[config.mk]
export PLATFORM = sky130hd
export DESIGN_NAME = codec_ctrl_regbank
export DESIGN_NICKNAME = d
export VERILOG_FILES = /design/src/rtl/crb_pkg.sv /design/src/rtl/crb_rst_sync.sv /design/src/rtl/crb_vol_reg.sv /design/src/rtl/crb_rate_reg.sv /design/src/rtl/codec_ctrl_regbank.sv
export SDC_FILE = /design/constraint.sdc
export NUM_CORES = 1
export LEC_CHECK = 0
export CAP_MARGIN = 20
export CORE_MARGIN = 2
export CORE_UTILIZATION = 48
export DETAILED_ROUTE_END_ITERATION = 12
export GPL_TIMING_DRIVEN = 0
export PLACE_DENSITY = 0.81
export SLEW_MARGIN = 25
export SYNTH_ARGS = -nofsm -noshare
export SYNTH_HDL_FRONTEND = slang
export SYNTH_SLANG_ARGS = --single-unit
[constraint.sdc]
create_clock -name clk -period 2.8 [get_ports clk]
set_clock_uncertainty 0.1 [all_clocks]
set_input_delay 0.28 -clock clk [delete_from_list [all_inputs] [get_ports clk]]
set_output_delay 0.28 -clock clk [all_outputs]
set_load 0.005 [all_outputs]
[src/rtl/crb_pkg.sv]
package crb_pkg;
  localparam int IDX_W        = 7;
  localparam int DATA_W       = 16;
  localparam int FLD_W        = 5;
  localparam int NUM_VOL      = 4;
  localparam int NUM_RATE_REG = 2;
  localparam int NUM_RATES    = 7;
  localparam int DEPTH_W      = 4;
  localparam int ID_W         = 2;
  localparam int SUM_W        = DATA_W + 2;

  localparam logic [IDX_W-1:0] IDX_SOFT_RST = 7'h00;
  localparam logic [IDX_W-1:0] IDX_DEPTH    = 7'h22;
  localparam logic [IDX_W-1:0] IDX_CODEC_ID = 7'h28;
  localparam logic [IDX_W-1:0] IDX_VEND_HI  = 7'h7C;
  localparam logic [IDX_W-1:0] IDX_VEND_LO  = 7'h7E;

  localparam logic [DATA_W-1:0] VEND_HI_WORD = 16'h574D;
  localparam logic [7:0]        VEND_LO_CHAR = 8'h4C;
  localparam logic [DATA_W-1:0] RATE_DEFAULT = 16'd48000;

  // index of each level register slot
  function automatic logic [IDX_W-1:0] vol_index(input int k);
    case (k)
      0:       return 7'h02;
      1:       return 7'h04;
      2:       return 7'h72;
      default: return 7'h74;
    endcase
  endfunction

  // output volumes start muted, mix gains start open
  function automatic logic [DATA_W-1:0] vol_default(input int k);
    return (k < 2) ? 16'h8000 : 16'h0000;
  endfunction

  function automatic logic [IDX_W-1:0] rate_index(input int k);
    return (k == 0) ? 7'h2C : 7'h32;
  endfunction

  // supported rates in ascending order
  function automatic logic [DATA_W-1:0] rate_at(input int i);
    case (i)
      0:       return 16'd8000;
      1:       return 16'd11025;
      2:       return 16'd16000;
      3:       return 16'd22050;
      4:       return 16'd32000;
      5:       return 16'd44100;
      default: return 16'd48000;
    endcase
  endfunction

  // nearest supported rate; a value exactly midway keeps the lower rate
  function automatic logic [DATA_W-1:0] snap_rate(input logic [DATA_W-1:0] v);
    logic [DATA_W-1:0] r;
    logic [SUM_W-1:0]  twice;
    logic [SUM_W-1:0]  pair_sum;
    r     = rate_at(0);
    twice = {1'b0, v, 1'b0};
    for (int i = 1; i < NUM_RATES; i++) begin
      pair_sum = {2'b00, rate_at(i-1)} + {2'b00, rate_at(i)};
      if (twice > pair_sum) r = rate_at(i);
    end
    return r;
  endfunction
endpackage

[src/rtl/crb_rst_sync.sv]
module crb_rst_sync (
  input  logic clk,
  input  logic rst_n,
  output logic rst_n_sync
);
  logic [1:0] stage_q;

  always_ff @(posedge clk or negedge rst_n) begin
    if (!rst_n) stage_q <= 2'b00;
    else        stage_q <= {stage_q[0], 1'b1};
  end

  assign rst_n_sync = stage_q[1];
endmodule

[src/rtl/crb_vol_reg.sv]
module crb_vol_reg
  import crb_pkg::*;
#(
  parameter logic [IDX_W-1:0]  REG_IDX  = 7'h02,
  parameter logic [DATA_W-1:0] RST_WORD = 16'h8000
) (
  input  logic              clk,
  input  logic              rst_n,
  input  logic              soft_rst,
  input  logic              wr_en,
  input  logic [IDX_W-1:0]  wr_idx,
  input  logic              wr_mute,
  input  logic [FLD_W:0]    wr_left,
  input  logic [FLD_W:0]    wr_right,
  output logic [DATA_W-1:0] rd_word,
  output logic              mute,
  output logic [FLD_W-1:0]  left,
  output logic [FLD_W-1:0]  right
);
  localparam int STATE_W = 1 + 2*FLD_W;
  localparam logic [STATE_W-1:0] RST_STATE =
    {RST_WORD[15], RST_WORD[8 +: FLD_W], RST_WORD[0 +: FLD_W]};

  logic [STATE_W-1:0] state_q, state_d;
  logic               hit;

  // a field whose unsupported top bit is set saturates its lower bits
  function automatic logic [FLD_W-1:0] clip(input logic [FLD_W:0] f);
    return f[FLD_W] ? {FLD_W{1'b1}} : f[FLD_W-1:0];
  endfunction

  assign hit = wr_en && (wr_idx == REG_IDX);

  always_comb begin
    state_d = state_q;
    if (soft_rst)  state_d = RST_STATE;
    else if (hit)  state_d = {wr_mute, clip(wr_left), clip(wr_right)};
  end

  always_ff @(posedge clk or negedge rst_n) begin
    if (!rst_n) state_q <= RST_STATE;
    else        state_q <= state_d;
  end

  assign mute    = state_q[STATE_W-1];
  assign left    = state_q[FLD_W +: FLD_W];
  assign right   = state_q[0 +: FLD_W];
  assign rd_word = {mute, 2'b00, left, 3'b000, right};
endmodule

[src/rtl/crb_rate_reg.sv]
module crb_rate_reg
  import crb_pkg::*;
#(
  parameter logic [IDX_W-1:0] REG_IDX = 7'h2C
) (
  input  logic              clk,
  input  logic              rst_n,
  input  logic              soft_rst,
  input  logic              wr_en,
  input  logic [IDX_W-1:0]  wr_idx,
  input  logic [DATA_W-1:0] wr_data,
  output logic [DATA_W-1:0] rate
);
  logic [DATA_W-1:0] rate_q, rate_d;
  logic              hit;

  assign hit = wr_en && (wr_idx == REG_IDX);

  always_comb begin
    rate_d = rate_q;
    if (soft_rst) rate_d = RATE_DEFAULT;
    else if (hit) rate_d = snap_rate(wr_data);
  end

  always_ff @(posedge clk or negedge rst_n) begin
    if (!rst_n) rate_q <= RATE_DEFAULT;
    else        rate_q <= rate_d;
  end

  assign rate = rate_q;
endmodule

[src/rtl/codec_ctrl_regbank.sv]
module codec_ctrl_regbank
  import crb_pkg::*;
(
  input  logic                     clk,
  input  logic                     rst_n,
  input  logic                     wr_en,
  input  logic [IDX_W-1:0]         wr_idx,
  input  logic [DATA_W-1:0]        wr_data,
  input  logic [IDX_W-1:0]         rd_idx,
  output logic [DATA_W-1:0]        rd_data,
  input  logic                     rev_sel,
  input  logic [ID_W-1:0]          codec_id,
  output logic [NUM_VOL-1:0]       vol_mute,
  output logic [NUM_VOL*FLD_W-1:0] vol_left,
  output logic [NUM_VOL*FLD_W-1:0] vol_right,
  output logic [DEPTH_W-1:0]       depth_3d,
  output logic [DATA_W-1:0]        dac_rate,
  output logic [DATA_W-1:0]        adc_rate,
  output logic                     bitclk_master
);
  logic                    rst_n_int;
  logic                    soft_rst;
  logic [DATA_W-1:0]       vol_rd    [NUM_VOL];
  logic [DATA_W-1:0]       rate_word [NUM_RATE_REG];
  logic [DEPTH_W-1:0]      depth_q, depth_d;
  logic [DATA_W-1:0]       rd_mux;

  crb_rst_sync u_rst_sync (
    .clk        (clk),
    .rst_n      (rst_n),
    .rst_n_sync (rst_n_int)
  );

  assign soft_rst = wr_en && (wr_idx == IDX_SOFT_RST);

  // level registers: output volumes and mix gains
  for (genvar k = 0; k < NUM_VOL; k++) begin : g_vol
    crb_vol_reg #(
      .REG_IDX  (vol_index(k)),
      .RST_WORD (vol_default(k))
    ) u_vol (
      .clk      (clk),
      .rst_n    (rst_n_int),
      .soft_rst (soft_rst),
      .wr_en    (wr_en),
      .wr_idx   (wr_idx),
      .wr_mute  (wr_data[15]),
      .wr_left  (wr_data[8 +: FLD_W+1]),
      .wr_right (wr_data[0 +: FLD_W+1]),
      .rd_word  (vol_rd[k]),
      .mute     (vol_mute[k]),
      .left     (vol_left[k*FLD_W +: FLD_W]),
      .right    (vol_right[k*FLD_W +: FLD_W])
    );
  end

  // converter rate registers
  for (genvar k = 0; k < NUM_RATE_REG; k++) begin : g_rate
    crb_rate_reg #(
      .REG_IDX (rate_index(k))
    ) u_rate (
      .clk      (clk),
      .rst_n    (rst_n_int),
      .soft_rst (soft_rst),
      .wr_en    (wr_en),
      .wr_idx   (wr_idx),
      .wr_data  (wr_data),
      .rate     (rate_word[k])
    );
  end

  assign dac_rate = rate_word[0];
  assign adc_rate = rate_word[1];

  // 3D depth
  always_comb begin
    depth_d = depth_q;
    if (soft_rst)                               depth_d = '0;
    else if (wr_en && (wr_idx == IDX_DEPTH))    depth_d = wr_data[DEPTH_W-1:0];
  end

  always_ff @(posedge clk or negedge rst_n_int) begin
    if (!rst_n_int) depth_q <= '0;
    else            depth_q <= depth_d;
  end

  assign depth_3d      = depth_q;
  assign bitclk_master = (codec_id == '0);

  // read selection, no clock delay
  always_comb begin
    rd_mux = '0;
    for (int k = 0; k < NUM_VOL; k++)
      if (rd_idx == vol_index(k)) rd_mux = vol_rd[k];
    for (int k = 0; k < NUM_RATE_REG; k++)
      if (rd_idx == rate_index(k)) rd_mux = rate_word[k];
    case (rd_idx)
      IDX_DEPTH:    rd_mux = {{(DATA_W-DEPTH_W){1'b0}}, depth_q};
      IDX_CODEC_ID: rd_mux = {codec_id, {(DATA_W-ID_W){1'b0}}};
      IDX_VEND_HI:  rd_mux = VEND_HI_WORD;
      IDX_VEND_LO:  rd_mux = {VEND_LO_CHAR, rev_sel ? 8'h04 : 8'h03};
      default:      ;
    endcase
  end

  assign rd_data = rd_mux;
endmodule

## Yosys cells after proc, flatten, opt, wreduce, memory -nomap -nowiden

Index checks and enable logic that the tools add are counted.
W data, S select, Z words.

| operators by class | value |
|---|---|
| add/sub/neg operators | 12 |
| equality and inequality tests | 17 |
| magnitude comparators | 12 |
| muxes and demuxes | 64 |
| reduce and logical (&&, ||, !) cells | 17 |

Operators with widths:

| operator | count |
|---|---|
| $mux W16 | 42 |
| $gt A17 B18 Y1 | 12 |
| $add A16 B16 Y17 | 12 |
| $mux W11 | 8 |
| $pmux W16 S4 | 1 |
| $mux W15 | 4 |
| $mux W14 | 4 |
| $eq A7 B6 Y1 const B | 7 |
| $eq A7 B7 Y1 const B | 6 |
| $eq A7 B2 Y1 const B | 2 |
| $eq A7 B3 Y1 const B | 2 |
| $reduce_bool A2 Y1 | 7 |
| $mux W5 | 2 |
| $logic_and A1 B1 Y1 | 8 |
| $mux W4 | 2 |
| $logic_not A7 Y1 | 1 |
| $mux W3 | 1 |
| $logic_not A2 Y1 | 1 |

| storage, ports and cells | value |
|---|---|
| output and inout port bits | 97 |
| word-level logic and storage cells | 130 |
| register bits | 82 |

## Depth between registers and ports, before layout

Gate-level depths: netlist (run 1).

| logic depth | value |
|---|---|
| depth in word-level cells | 14 |
| depth in mapped cells | 8 |

## By module

A second synthesis (run 1) with hierarchy kept.

| unflattened totals | value |
|---|---|
| cells, all modules | 735 |
| area, all modules | 6,247.2 µm² |

Modules (own cells, without submodules):

| module | times used | sequential area each (µm²) | cells each | area each (µm²) |
|---|---|---|---|---|
| codec_ctrl_regbank | 1 | 100.1 | 192 | 1,420.1 |
| crb_vol_reg at g_vol[0].u_vol ... | 2 | 276.5 | 78 | 685.7 |
| crb_vol_reg at g_vol[2].u_vol ... | 2 | 275.3 | 79 | 669.4 |
| crb_rate_reg at g_rate[1].u_rate | 1 | 334.1 | 113 | 1,032.2 |
| crb_rate_reg at g_rate[0].u_rate | 1 | 334.1 | 113 | 1,031.0 |
| crb_rst_sync | 1 | 50.0 | 3 | 53.8 |

## Worst setup path before layout (run 1)

OpenSTA, ideal clock, no wires.

| path | value |
|---|---|
| path kind | input to output |
| start | input rd_idx[3] |
| end | output rd_data[2] |
| setup slack | 0.555 ns |
| data arrival time | 1.865 ns |
| stages | 8 |
| cell sequence | buf_2 -> or4b_1 -> buf_2 -> or3_1 -> buf_6 -> nand2_1 -> nor3_1 -> o221ai_1 |

| between the ends | value |
|---|---|
| cells in the longest elaborated chain, start to end | 8 |
| elaborated cells between the ends (all ways) | 17 |

RTL lines:

| what | line | RTL |
|---|---|---|
| start, declared | codec_ctrl_regbank.sv:9 | `input logic [IDX_W-1:0] rd_idx,` |
| $eq A7 B2 Y1 | codec_ctrl_regbank.sv:94 | `if (rd_idx == vol_index(k)) rd_mux = vol_rd[k];` |
| $mux W16 (4 in series) | codec_ctrl_regbank.sv:94 |  |
| $mux W16 (2 in series) | codec_ctrl_regbank.sv:96 | `if (rd_idx == rate_index(k)) rd_mux = rate_word[k];` |
| $pmux W16 S4 * | codec_ctrl_regbank.sv:97 | `case (rd_idx)` |
| end, declared | codec_ctrl_regbank.sv:10 | `output logic [DATA_W-1:0] rd_data,` |

Mark *: on every way between the ends. The rest lies on a longest branch, timed or not.

## Worst setup path in the final report (run 1)

| path | value |
|---|---|
| start | input rd_idx[0] |
| end | output rd_data[0] |

Same word-level chain as after synthesis.

==> results of run 1 <==
power by group through the flow:
stage	logic (W)	registers [W]	clock network [W]
finish	0.000761	0.00145	0.000775
CTS	0.000753	0.00144	0.000777
floorplan	0.000263	0.00144	0
global placement	0.000710	0.00146	0
detailed placement	0.000743	0.00146	0
global route	0.000821	0.00146	0.000819
layout by cell type, fill, tap and decap left out, types with 5 or more instances in the layout:
master / count
nand3_1: 10
nand2_1: 53
o21ai_0: 38
clkbuf_8: 9
mux2i_1: 7
clkbuf_2: 9
o22ai_1: 8
o31ai_1: 13
dfrtp_1: 59
a31oi_1: 12
inv_1: 7
buf_4: 20
clkdlybuf4s50_1: 114
o21ai_1: 5
a22oi_1: 17
dfstp_2: 16
nor3_1: 8
nor2_1: 85
or3_1: 5
a21oi_1: 26
clkbuf_1: 19
state kept, by name, indices dropped and copies added, names as in the netlist:
signal	count
depth_3d	4
g_rate.u_rate.rate	26
g_vol.u_vol.state_q	44
u_rst_sync.stage_q	2
cell type report:
type                    count  area [sq um]
clock inverters             6          47.5
clock buffers              10           128
fillers                   736          2630
multi-input cells         383          2290
plain buffers              42           229
well taps                 108           135
inverters                   7          26.3
flip-flops and latches     76          1930
repair buffers            137          1340
worst max path at each step:
stage,start,end,slack (ns),depth (start not counted)
floorplan,u_rst_sync.stage_q[1],depth_3d[0],0.45,0
global placement,rd_idx[2],rd_data[12],-0.74,8
detailed placement,rd_idx[2],rd_data[11],-0.72,7
CTS,rd_idx[4],rd_data[0],0.002,7
global route,rd_idx[0],rd_data[0],-0.05,8
finish,rd_idx[0],rd_data[0],0.05,8
worst max-delay path: cells and delay by family:
kind	cells	cell delay [ns]
and+or+nand+nor	1	0.49
buffers and inverters	5	1.22
AOI/OAI and AO/OA	2	0.38
logic make-up after synthesis:
| kind of cell | count (synthesis) | share of synthesized area (%) |
|---|---|---|
| XOR/XNOR | 1 | 0.201 |
| AND/OR/NAND/NOR | 211 | 23.5 |
| multiplexers | 8 | 1.87 |
| AO/OA/AOI/OAI | 160 | 24.4 |
| flip-flops | 76 | 44.1 |
| other | 2 | 0.172 |
| buffers and inverters | 51 | 5.68 |
timing repair:
item / in CTS / in global routing
gates resized for setup: 39 / 21
hold buffers: 1 / 0
pin swaps: 7 / 4
endpoints found under the hold margin: 2 / 0
cloned: 0 / 0
setup buffers: 9 / 2
endpoints found under the setup margin: 16 / 11
layer usage:
metal	share of wire [%]	GRT usage, %	wire length (microns)
met1	39	41.7	6280
met2	49	52.0	7740
met5	0	0	0
met4	2.3	11.0	366
met3	9.6	5.97	1530
metrics by stage:
step / utilization (%) / instances
6_report: 69.9 / 769
5_1_grt: 69.9 / 769
4_1_cts: 69.6 / 767
3_5_place_dp: 65.7 / 743
3_3_place_gp: 65.5 / 742
2_1_floorplan: - / 510
==> flow_metrics.tcl, run 1 <==
set metrics [dict create \
    place_area_sq_um 5760 \
    ant_nets 0 \
    cts_root_buf "clkbuf_8" \
    cap_viol_max_count 0 \
    yosys_warnings 0 \
    relSlewSlack_pct 57.2 \
    reg2reg_to "g_vol[1].u_vol.state_q[10]" \
    crit_chain "clkdlybuf4s15_2 -> or4b_1 -> buf_6 -> buf_4 -> buf_4 -> o221ai_1 -> o21a_1 -> clkdlybuf4s50_1" \
    rsz0062_at_grt "true" \
    drt_iter0_markers 460 \
    drive_above_1_share_pct 15.6 \
    worst_setup_path_end_kind "output port" \
    power.switching_w 0.000930 \
    intPower_w 0.00205 \
    drc 0 \
    synth.most_common_cell "nor2_1" \
    die-area_sq_um 9860 \
    syn_avg_cell_area_sq_um 8.56 \
    setup_ws_ns 0.0499 \
    outcome "complete, no violations" \
    fin_nets 692 \
    synth_edf_count 0 \
    die_h_microns 99.3 \
    hold_viol 0 \
    timing.final.crit_share_pct 98.2 \
    grt.total_usage_pct 31.5 \
    place_ws_ns -0.716 \
    reg2reg_depth 1 \
    routedWlPerCell_microns 20.7 \
    core_area_sq_um 8760 \
    crit_slowest_cell "clkdlybuf4s50_1" \
    timing.fmax_mhz 364 \
    dp_hpwl_microns 11500 \
    hold_class "reg -> async" \
    cp_common_cell "buf_4" \
    globalRouteOverflowTotal 0 \
    core.rowCount 34 \
    grt_pass1_wl_microns 24400 \
    critPathMaxFanout 10 \
    die_w_microns 99.3 \
    synth_common_cells "89 x nor2_1, 60 x dfrtp_1, 54 x nand2_1, 39 x o21ai_0, 26 x a21oi_1" \
    start_util_pct 49.7 \
    seq_power_share_pct 48.5 \
    synth.ff_latch_count 76 \
    vias 4850 \
    slowest_delay_ns 0.50 \
    cp_data_required_time_ns 2.42 \
    p_leak_nw 2.61 \
    timing.rr.start "u_rst_sync.stage_q[1]" \
    grt_pass1_vias 4636 \
    synth-main-ff-cell "dfrtp_1" \
    period_minus_slack_ns 2.75 \
    vdd_drop_max_mv 0.340 \
    synth_cells 509 \
    cp.arrival_ns 2.37 \
    numCtsBuffers 9 \
    power.share.clock_pct 26.0 \
    synth_async_sr_flop_share_pct 100 \
    clk_latency_ns 0.35 \
    synth_area_leaders "dfrtp_1 34%, dfstp_2 9.6%, nor2_1 7.7%" \
    h-tree-depth 3 \
    whs_ns 0.167 \
    clk_path_buf_depth 2 \
    timing.setup.tns_ns 0 \
    vias_per_cell 6.31 \
    n_antenna_cell 0 \
    ys_types 65 \
    rrSetupSlack_ns 1.82 \
    setup_viol_count_final 0 \
    num_io_pins 133 \
    slew_violations 0 \
    synth.largest_area_cell "dfrtp_1" \
    start_kind "input pin" \
    worst_slew_pin_slew_ns 0.642 \
    power_w 0.00298 \
    clk_pin_slew_worst_paths_ns 0.09 \
    p_sw_share_pct 31.2 \
    path_class "in -> out" \
    numPortBuffers 124 \
    gp_congestion 0.925 \
    wl_microns 15900 \
    grt_max_degree 46 \
    cts_tree "yes" \
    clock-sinks 76 \
    netlist.area_leader.share_pct 34.5 \
    antenna_found_initial 0 \
    cellPowerDensity_nw_per_um2 487 \
    p_comb_share_pct 25.5 \
    drt-pass1-iter-count 5 \
    area_delta_synth_final_pct 40.7 \
    ys_seq_area_share_pct 44.1 \
    final_area_sq_um 6130 \
    syn-cell-area_sq_um 4360 \
]
Note: power is estimated with default switching activity, not from simulation.
==> run 2: changes to the inputs <==
HOLD_SLACK_MARGIN = 0.12   (was unset)
==> results of run 2 <==
Same layout as run 1: the final DEF is identical, and so are final timing and power.
==> run 3: changes to the inputs <==
GPL_TIMING_DRIVEN = unset   (was 0)
==> run 3 against run 2 <==
Net effect:
- worst hold slack better by 0.094 ns
- core utilization up 3.0 points
- largest cell class unchanged
- sequential share of layout area down 1.3 points
- critical path type unchanged
- cell count up 3.0%
- highest routed layer unchanged
- non-clock buffer count up 23
- worst setup slack worse by 0.0081 ns
- first-iteration DRC count down 5.4%
==> flow_metrics.tcl, run 3 (synthesis results as in run 1) <==
set metrics [dict create \
    clock-sinks 76 \
    cellPowerDensity_nw_per_um2 471 \
    worst_setup_path_end_kind "output port" \
    fin_nets 715 \
    p_leak_nw 2.81 \
    grt.total_usage_pct 31.3 \
    reg2reg_depth 1 \
    numPortBuffers 130 \
    most-common-layout-cells "115 x clkdlybuf4s50_1, 86 x nor2_1, 66 x buf_4, 59 x dfrtp_1, 53 x nand2_1" \
    final_cells 792 \
    core_area_sq_um 8760 \
    clk_path_buf_depth 2 \
    place_ws_ns -0.339 \
    vias 4835 \
    drc 0 \
    h-tree-depth 3 \
    timing.rr.start "u_rst_sync.stage_q[1]" \
    core.rowCount 34 \
    clk_pin_slew_worst_paths_ns 0.09 \
    whs_ns 0.261 \
    hold_class "reg -> reg" \
    grt_max_degree 75 \
    die_h_microns 99.3 \
    hold_viol 0 \
    timing.final.crit_share_pct 98.5 \
    numCtsBuffers 9 \
    drive_above_1_share_pct 19.3 \
    cap_viol_max_count 0 \
    hold_depth 0 \
    largest_reg_flops 44 \
    final_area_sq_um 6390 \
    area_delta_synth_final_pct 46.6 \
    cts_tree "yes" \
    place_area_sq_um 6020 \
    num_io_pins 133 \
    cp.arrival_ns 2.38 \
    grt_pass1_wl_microns 24400 \
    wl_microns 15500 \
    cts_root_buf "clkbuf_8" \
    relSlewSlack_pct 38.0 \
    timing.fmax_mhz 363 \
    gp_congestion 0.952 \
    outcome "complete, no violations" \
    hold_start "u_rst_sync.stage_q[0]" \
    crit_path_start "rd_idx[4]" \
    regMostFlops "g_vol.u_vol.state_q" \
    fillers 671 \
    clk_latency_ns 0.35 \
    setup_ws_ns 0.0418 \
    vdd_drop_max_mv 0.325 \
    worst_slew_pin_slew_ns 0.930 \
    period_minus_slack_ns 2.76 \
    cp_data_required_time_ns 2.42 \
    dp_cells 763 \
    dp_hpwl_microns 11400 \
    start_util_pct 49.7 \
    grt_pass1_vias 4675 \
    globalRouteOverflowTotal 0 \
    routedWlPerCell_microns 19.5 \
    die-area_sq_um 9860 \
    drt_iter0_markers 435 \
    n_antenna_cell 0 \
    drt-pass1-iter-count 5 \
    path_class "in -> out" \
    critPathMaxFanout 5 \
    start_kind "input pin" \
    slew_violations 0 \
    die_w_microns 99.3 \
    ant_nets 0 \
    vias_per_cell 6.10 \
    setup_viol_count_final 0 \
    antenna_found_initial 0 \
    layout_commonest_cell "clkdlybuf4s50_1" \
]
[run 3: cell types whose count changed in the layout (fill, tap and decap cells not counted), moves of 4 or more]
cell | before | now
clkbuf_1 | 19 | 1
clkbuf_2 | 9 | 0
buf_1 | 4 | 0
dlygate4sd2_1 | 1 | 10
buf_4 | 20 | 66
[run 3: what timing repair did]
action	in CTS	in global routing
hold buffers	1	0
endpoints found under the hold margin	2	0
pin swaps	12	3
endpoints found under the setup margin	16	13
resized for setup	43	4
buffers inserted	9	3
[run 3: final timing paths]
path                                                   to  slack [ns]
max in group asynchronous        g_rate[0].u_rate.rate[2]        1.60
worst min register to register      u_rst_sync.stage_q[1]        0.26
worst max-delay path                           rd_data[0]        0.04
min in group asynchronous       g_vol[0].u_vol.state_q[9]        0.39
worst max register to register   g_rate[0].u_rate.rate[2]        1.60
worst min-delay path                u_rst_sync.stage_q[1]        0.26
[run 3: stage by stage]
stage / setup TNS, ns / total power [W] / utilization (%)
floorplan: 0 / 0.00170 / -
global placement: -3.69 / 0.00221 / 68.7
detailed placement: -4.35 / 0.00223 / 68.7
CTS: -0.00292 / 0.00300 / 72.4
global route: -0.00418 / 0.00314 / 72.9
finish: 0 / 0.00301 / 72.9
[run 3: area by class of cell]
type / instances / area (sq um) / share of cell area [%]
clock buffers: 10 / 128 / 2.00
clock inverters: 6 / 47.5 / 0.744
inverters: 7 / 26.3 / 0.411
multi-input cells: 383 / 2270 / 35.5
flip-flops and latches: 76 / 1920 / 30.1
well taps: 108 / 135 / 2.12
repair buffers: 202 / 1860 / 29.1
[run 3: per-layer routing]
layer | vias up | global-route usage [%] | wire (microns)
met1 | 2326 | 41.6 | 6190
met5 | - | 0 | 0
met2 | 280 | 52.2 | 7580
met3 | 43 | 4.15 | 1240
met4 | 0 | 12.2 | 461
li1 | 2186 | - | -
[run 3: worst max-delay path: stages]
cell and delay (ns):
clkdlybuf4s50_1 0.53, buf_4 0.17, nand3_1 0.17, nor3_1 0.34, nand2_1 0.23, o2111ai_1 0.28
o21a_1 0.17, dlygate4sd2_1 0.23
[run 3: power breakdown]
group	leakage, nW	internal (W)	switching, W	total (W)
registers	0.967	0.00129	0.000153	0.00144
logic	1.77	0.000457	0.000333	0.000790
clock network	0.0755	0.000328	0.000449	0.000777
